**config.mk**
```make
export PLATFORM = sky130hd
export DESIGN_NAME = clkctl_top
export DESIGN_NICKNAME = d
export VERILOG_FILES = /design/src/rtl/clkctl_pkg.sv /design/src/rtl/clkctl_settle.sv /design/src/rtl/clkctl_guard.sv /design/src/rtl/clkctl_top.sv
export SDC_FILE = /design/constraint.sdc
export NUM_CORES = 1
export LEC_CHECK = 0
export BUFFER_PORTS_ARGS = -buffer_cell sky130_fd_sc_hd__buf_2
export CORE_MARGIN = 5
export CORE_UTILIZATION = 56
export DETAILED_ROUTE_END_ITERATION = 10
export PLACE_DENSITY = 0.83
export SYNTH_ARGS = -nofsm -noshare
export SYNTH_HDL_FRONTEND = slang
export SYNTH_SLANG_ARGS = --single-unit
```
**constraint.sdc**
```tcl
create_clock -name clk -period 6.1 [get_ports clk]
set_input_delay 0.305 -clock clk [delete_from_list [all_inputs] [get_ports clk]]
set_output_delay 0.305 -clock clk [all_outputs]
set_load 0.01 [all_outputs]
```
**src/rtl/clkctl_pkg.sv**
```systemverilog
package clkctl_pkg;
  localparam int DW = 8;
  localparam int AW = 2;
  localparam int DIVW = 5;

  typedef enum logic [1:0] {
    SRC_MAIN = 2'b00,
    SRC_OSC  = 2'b01,
    SRC_PLL  = 2'b10,
    SRC_RSVD = 2'b11
  } src_e;

  localparam logic [AW-1:0] A_KEY  = 2'd0;
  localparam logic [AW-1:0] A_SRC  = 2'd1;
  localparam logic [AW-1:0] A_PLL  = 2'd2;
  localparam logic [AW-1:0] A_STAT = 2'd3;

  localparam logic [DIVW-1:0] DIV_RESET = 5'b01000;

  // A source write is legal for main/osc, or for PLL once it has settled.
  function automatic logic src_write_ok(logic [1:0] code, logic ready);
    return (code == SRC_MAIN) || (code == SRC_OSC) || ((code == SRC_PLL) && ready);
  endfunction

  // The PLL may only be stopped while it is not the CPU source.
  function automatic logic pll_write_ok(logic run_new, logic [1:0] cur_src);
    return run_new || (cur_src != SRC_PLL);
  endfunction
endpackage

```
**src/rtl/clkctl_settle.sv**
```systemverilog
module clkctl_settle #(
  parameter int SETTLE_CYCLES = 4096
) (
  input  logic clk,
  input  logic rst_n,
  input  logic run,
  output logic ready
);
  localparam int CW = $clog2(SETTLE_CYCLES + 2);
  localparam logic [CW-1:0] LOAD = CW'(SETTLE_CYCLES);

  logic [CW-1:0] remain;

  always_ff @(posedge clk or negedge rst_n) begin
    if (!rst_n)              remain <= LOAD;
    else if (!run)           remain <= LOAD;
    else if (remain != '0)   remain <= remain - 1'b1;
  end

  assign ready = run && (remain == '0);

  assert_ready_off_R4: assert property (@(posedge clk) disable iff (!rst_n)
    !run |-> !ready);
  generate
    if (SETTLE_CYCLES > 0) begin : g_chk
      assert_not_ready_at_start_R5: assert property (@(posedge clk) disable iff (!rst_n)
        $rose(run) |-> !ready);
    end
  endgenerate
  assert_ready_holds_R5: assert property (@(posedge clk) disable iff (!rst_n)
    (ready && run) |=> (ready || !run));
endmodule

```
**src/rtl/clkctl_guard.sv**
```systemverilog
module clkctl_guard
  import clkctl_pkg::*;
(
  input  logic          clk,
  input  logic          rst_n,
  input  logic [AW-1:0] addr,
  input  logic          we,
  input  logic [1:0]    src_code,
  input  logic          run_new,
  input  logic          unlock,
  input  logic          ready,
  input  logic [1:0]    cur_src,
  output logic          key_commit,
  output logic          src_commit,
  output logic          pll_commit,
  output logic          err_set
);
  logic src_hit, pll_hit, src_ok, pll_ok;

  always_comb begin
    key_commit = we && (addr == A_KEY);
    src_hit    = we && unlock && (addr == A_SRC);
    pll_hit    = we && unlock && (addr == A_PLL);
    src_ok     = src_write_ok(src_code, ready);
    pll_ok     = pll_write_ok(run_new, cur_src);
    src_commit = src_hit && src_ok;
    pll_commit = pll_hit && pll_ok;
    err_set    = (src_hit && !src_ok) || (pll_hit && !pll_ok);
  end

  assert_locked_silent_R2: assert property (@(posedge clk) disable iff (!rst_n)
    !unlock |-> !(src_commit || pll_commit || err_set));
  assert_commit_xor_err_R6: assert property (@(posedge clk) disable iff (!rst_n)
    !((src_commit || pll_commit) && err_set));
endmodule

```
**src/rtl/clkctl_top.sv**
```systemverilog
module clkctl_top
  import clkctl_pkg::*;
#(
  parameter int SETTLE_CYCLES = 4096
) (
  input  logic          clk,
  input  logic          rst_n,
  input  logic [1:0]    addr,
  input  logic [7:0]    wdata,
  input  logic          we,
  input  logic          main_stopped,
  output logic [7:0]    rdata,
  output logic          sel_main,
  output logic          sel_osc,
  output logic          sel_pll,
  output logic          pll_en,
  output logic          pll_div3,
  output logic          pll_ready,
  output logic [4:0]    div_code,
  output logic          loss_det_en
);
  logic            unlock, err, run, ratio, lde;
  logic [1:0]      src;
  logic [DIVW-1:0] div;
  logic            key_commit, src_commit, pll_commit, err_set;

  clkctl_settle #(.SETTLE_CYCLES(SETTLE_CYCLES)) u_settle (
    .clk(clk), .rst_n(rst_n), .run(run), .ready(pll_ready)
  );

  clkctl_guard u_guard (
    .clk(clk), .rst_n(rst_n), .addr(addr), .we(we),
    .src_code(wdata[1:0]), .run_new(wdata[0]),
    .unlock(unlock), .ready(pll_ready), .cur_src(src),
    .key_commit(key_commit), .src_commit(src_commit),
    .pll_commit(pll_commit), .err_set(err_set)
  );

  always_ff @(posedge clk or negedge rst_n) begin
    if (!rst_n) begin
      unlock <= 1'b0;
      src    <= SRC_MAIN;
      lde    <= 1'b1;
      div    <= DIV_RESET;
      run    <= 1'b0;
      ratio  <= 1'b0;
      err    <= 1'b0;
    end else begin
      if (key_commit) unlock <= wdata[0];
      if (src_commit) begin
        src <= wdata[1:0];
        lde <= wdata[2];
        div <= wdata[7:3];
      end
      if (pll_commit) begin
        run   <= wdata[0];
        ratio <= wdata[1];
      end
      if (err_set) err <= 1'b1;
    end
  end

  always_comb begin
    case (addr)
      A_KEY:   rdata = {7'b0, unlock};
      A_SRC:   rdata = {div, lde, src};
      A_PLL:   rdata = {6'b0, ratio, run};
      default: rdata = {5'b0, main_stopped, err, pll_ready};
    endcase
  end

  assign sel_main    = (src == SRC_MAIN);
  assign sel_osc     = (src == SRC_OSC);
  assign sel_pll     = (src == SRC_PLL);
  assign pll_en      = run;
  assign pll_div3    = ratio;
  assign div_code    = div;
  assign loss_det_en = lde;

  assert_sel_onehot_R11: assert property (@(posedge clk) disable iff (!rst_n)
    $countones({sel_main, sel_osc, sel_pll}) == 1);
  assert_pll_sel_ready_R6: assert property (@(posedge clk) disable iff (!rst_n)
    sel_pll |-> pll_ready);
  assert_err_sticky_R6: assert property (@(posedge clk) disable iff (!rst_n)
    err |=> err);
  assert_no_stop_under_pll_R7: assert property (@(posedge clk) disable iff (!rst_n)
    sel_pll |=> pll_en);
  assert_locked_hold_R2: assert property (@(posedge clk) disable iff (!rst_n)
    (we && !unlock && addr != A_KEY) |=> $stable({src, lde, div, run, ratio, err}));
endmodule

```
==> summary by stage <==
Synthesis
dfrtp_1 takes more of the synthesized area than any other cell. The mean post-synth cell area is 10.1 um^2. The count of yosys warnings during synthesis is 0. Ranked by total cell area, the synthesized netlist is headed by dfrtp_1 (40%), dfstp_2 (5.8%), mux2_1 (4.9%). The number of distinct library cells after synthesis is 37.

After synthesis the cells add up to 0.00137 mm^2. The most used standard cell by instance count after synthesis is dfrtp_1. Sorting the synthesized cells by how often they occur yields dfrtp_1 (22), nor2_1 (9), a21oi_1 (8), nand2_1 (8), nor2b_1 (7). The async set-reset flop share out of synthesis is 100%. Of the post-synthesis cell area, the dominant cell type holds 40.3%. The cell count after synthesis came out at 135. The fraction of the yosys area taken by sequential cells is 46.1%. The synthesized design contains 25 register bits. The leading register cell type out of synthesis is dfrtp_1. The count of flip-flops with a built-in enable after synthesis is 0. The number of nets in the synthesized netlist is 151.

Place
The post-detailed-placement half-perimeter wirelength is 2320 um. The placement-stage worst setup slack is 3420 ps. At the end of routability-driven placement, the weighted congestion stood at 0.786. The total of buffers placed on input and output ports is 33.

Power
Dividing total power by cell area gives a power density of 468 mW/mm^2. For this design the static power due to leakage is 0.745 nW. After layout, the design draws a total of 738 uW. The maximum VDD drop is 0.307 mV.

Global routing
The largest net degree at the start of global routing is 26. The first global-routing pass estimated 5260 um of wire. Global routing consumed, on the met2 layer, 33.9% of the routing resources. The total grt overflow is 0. The number of global-route vias before repair is 1173.

For this run, global-route usage on met1 was measured as 24.3%. The initial antenna violation count is 0. The met3 usage is 2.61%. In the global route stage, overall resource usage came out at 19.2%.

The most used routing layer is met2.

Finish
The diode insertion count for antenna repair is 0. The share of post-route cells with drive strength above 1 is 27.5%. The synthesis-to-finish area growth is 15.3%. At the end of the flow, the number of nets in the layout was 184.

Routing
The count of unresolved DRC violations after routing is 0. The routed length per placed instance is 15.5 um. The post-route antenna net violation count is 0. The via count of the routed design is 1138. The number of optimization iterations in the first detailed-route pass is 4. The routed wire length is 3020 um. Dividing the detail-routed via count by the number of cells gives 5.84. The first-iteration detailed-routing DRC count is 45.

STA
The transition at the pin with the smallest max-transition slack is 937 ps. The max-slew violation total from the final report is 0. The worst path setup slack after routing is 3050 ps. Setup repair after global routing left no endpoint under its margin. The number of endpoints with negative hold slack in the final report is 0. Adding up every negative setup slack in the final design gives 0 ps. Derived from the worst setup path, the maximum achievable clock frequency is 328 MHz. The final setup violation count is 0.

The smallest hold slack is 201 ps. The clock tree skew after final layout is 1.47 ps. The final cycle utilization of the critical path is 49.9%. Measured against its own limit, the worst slew margin works out to 37.0%. The worst path in the final design needs a cycle of 3050 ps, including I/O delays and setup.

Critical path
The critical register-to-register path endpoint is div_code[1]. The setup path with the least slack is of type reg2out. In this design, the largest share of critical-path delay is due to simple AND/OR/NAND/NOR gates. The required time of the critical path is 5790 ps.

For this design, the slowest cell found on the critical path is nor4_2. The total number of cells along the worst setup path is 5. The peak fanout along the critical path is 12. The number of cells on the worst reg-to-reg path is 6. The data arrival at the endpoint of the critical path is 2740 ps. For this run, the slowest stage of the critical path takes 830 ps. The kind of end point of the critical path is an output port. Traced cell by cell, the critical path runs through or4_4 -> nor4_2 -> a21oi_1 -> a211oi_1 -> buf_2.

The source of the worst register-to-register timing path is u_settle.remain[0]. The setup slack of the most critical reg-to-reg path is 3580 ps. The critical path startpoint category is a register. The buffering stage count on the worst path with inverters included is 1.

Job
The max-capacitance violation count is 0.

Floorplanning
The die is 59.4 um wide. The number of top-level pins is 34. The floorplan die area is 0.00353 mm^2.

The number of rows in the core area is 17. The initial core utilization is 60.0%. The die height is 59.4 um. The area of the placeable core is 0.00228 mm^2.

Worst hold path
In this run the worst hold path is classified as in2reg. The worst-case hold path end point is div_code[2]. The cell depth of the worst min-delay path is 2.

The startpoint identified for the worst hold timing path is wdata[5].

Clock tree
The clock transition time at the flip-flop clock pins of the worst setup and hold paths is 130 ps. The root cell of the clock tree is clkbuf_4. The number of CTS-inserted buffers is 3. The clock tree from TritonCTS is yes. Clock latency on the worst-skew pair, taken at its later pin, is 310 ps. The clock net in this run drives a total of 25 sinks.

No sink is reached through more buffers than the 2 on the longest clock path. The number of H-tree branching levels is 1.

Run status
The run finished with clean final reports.
## worst reg2reg max path, stage by stage (launching register included)
cell	delay, ps
dfrtp_1	420
inv_1	120
ha_1	200
or4bb_1	520
o41ai_2	250
nor2b_1	530
mux2_1	390
## logic make-up (layout without fill, tap and decap cells)
family	Yosys count	in the layout	share of synthesized area, %
muxes	14	14	11.1
buffers and inverters	11	43	3.39
adders and majority gates	2	2	1.83
xor gates and xnor gates	1	1	0.641
and+or+nand+nor	57	57	24.3
AOI/OAI and AO/OA	25	25	12.7
DFF	25	25	46.1
## repair_timing
item / 4_1_cts / 5_1_grt
hold endpoints to repair: 22 / 0
gates resized for setup: 0 / 0
hold buffers: 1 / 0
buffers inserted: 0 / 0
## power breakdown
part	switching [mW]	internal [mW]
Sequential	0.0601	0.231
Combinational	0.211	0.163
Clock	0.0478	0.0255
Total	0.319	0.419
## layer usage
metal / wire length, um / up-vias
li1: - / 552
met1: 1250 / 553
met2: 1580 / 31
met3: 166 / 2
met4: 20 / 0
met5: 0 / -
## layout make-up
type,instances,area (um^2)
clock buffers,4,26.3
repair buffers,34,175
multi-input cells,99,691
flip-flops and latches,25,629
fillers,188,701
well taps,28,35.0
inverters,5,18.8
## metrics by stage
step	instance area, um^2	utilization, %	cells
after floorplan	1370	-	135
after global placement	1540	67.6	190
after detailed placement	1540	67.6	190
after CTS	1580	69.2	195
after global routing	1580	69.2	195
final	1580	69.2	195
## registers in the layout, summed over array words and instances (netlist names)
signal           flops
u_settle.remain     13
loss_det_en          1
pll_div3             1
div_code             5
err                  1
src                  2
pll_en               1
unlock               1
## how the worst max path moves through the flow
stage                             startpoint       end  slack, ps
after detailed placement  u_settle.remain[7]  rdata[0]       3420
after floorplan           u_settle.remain[6]  rdata[0]       3950
after global routing      u_settle.remain[7]  rdata[0]       2800
final                     u_settle.remain[6]  rdata[0]       3050
after global placement    u_settle.remain[6]  rdata[0]       3540
after CTS                 u_settle.remain[7]  rdata[0]       3050
## placed cells by master, fill, tap and decap left out, types with 2 or more instances in the layout
cell	n
buf_2	33
dfrtp_1	22
nor2_1	9
a21oi_1	8
nand2_1	8
nor2b_1	7
or3_1	6
and2_1	6
mux2_1	6
nor4_1	6
o21ai_0	5
mux2i_1	5
inv_1	4
nand2b_1	4
or4_1	4
mux2_2	3
o31ai_1	3
clkbuf_4	3
dfstp_2	3
a211oi_1	2
nand3_1	2
ha_1	2
(Power assumes the default switching activity.)
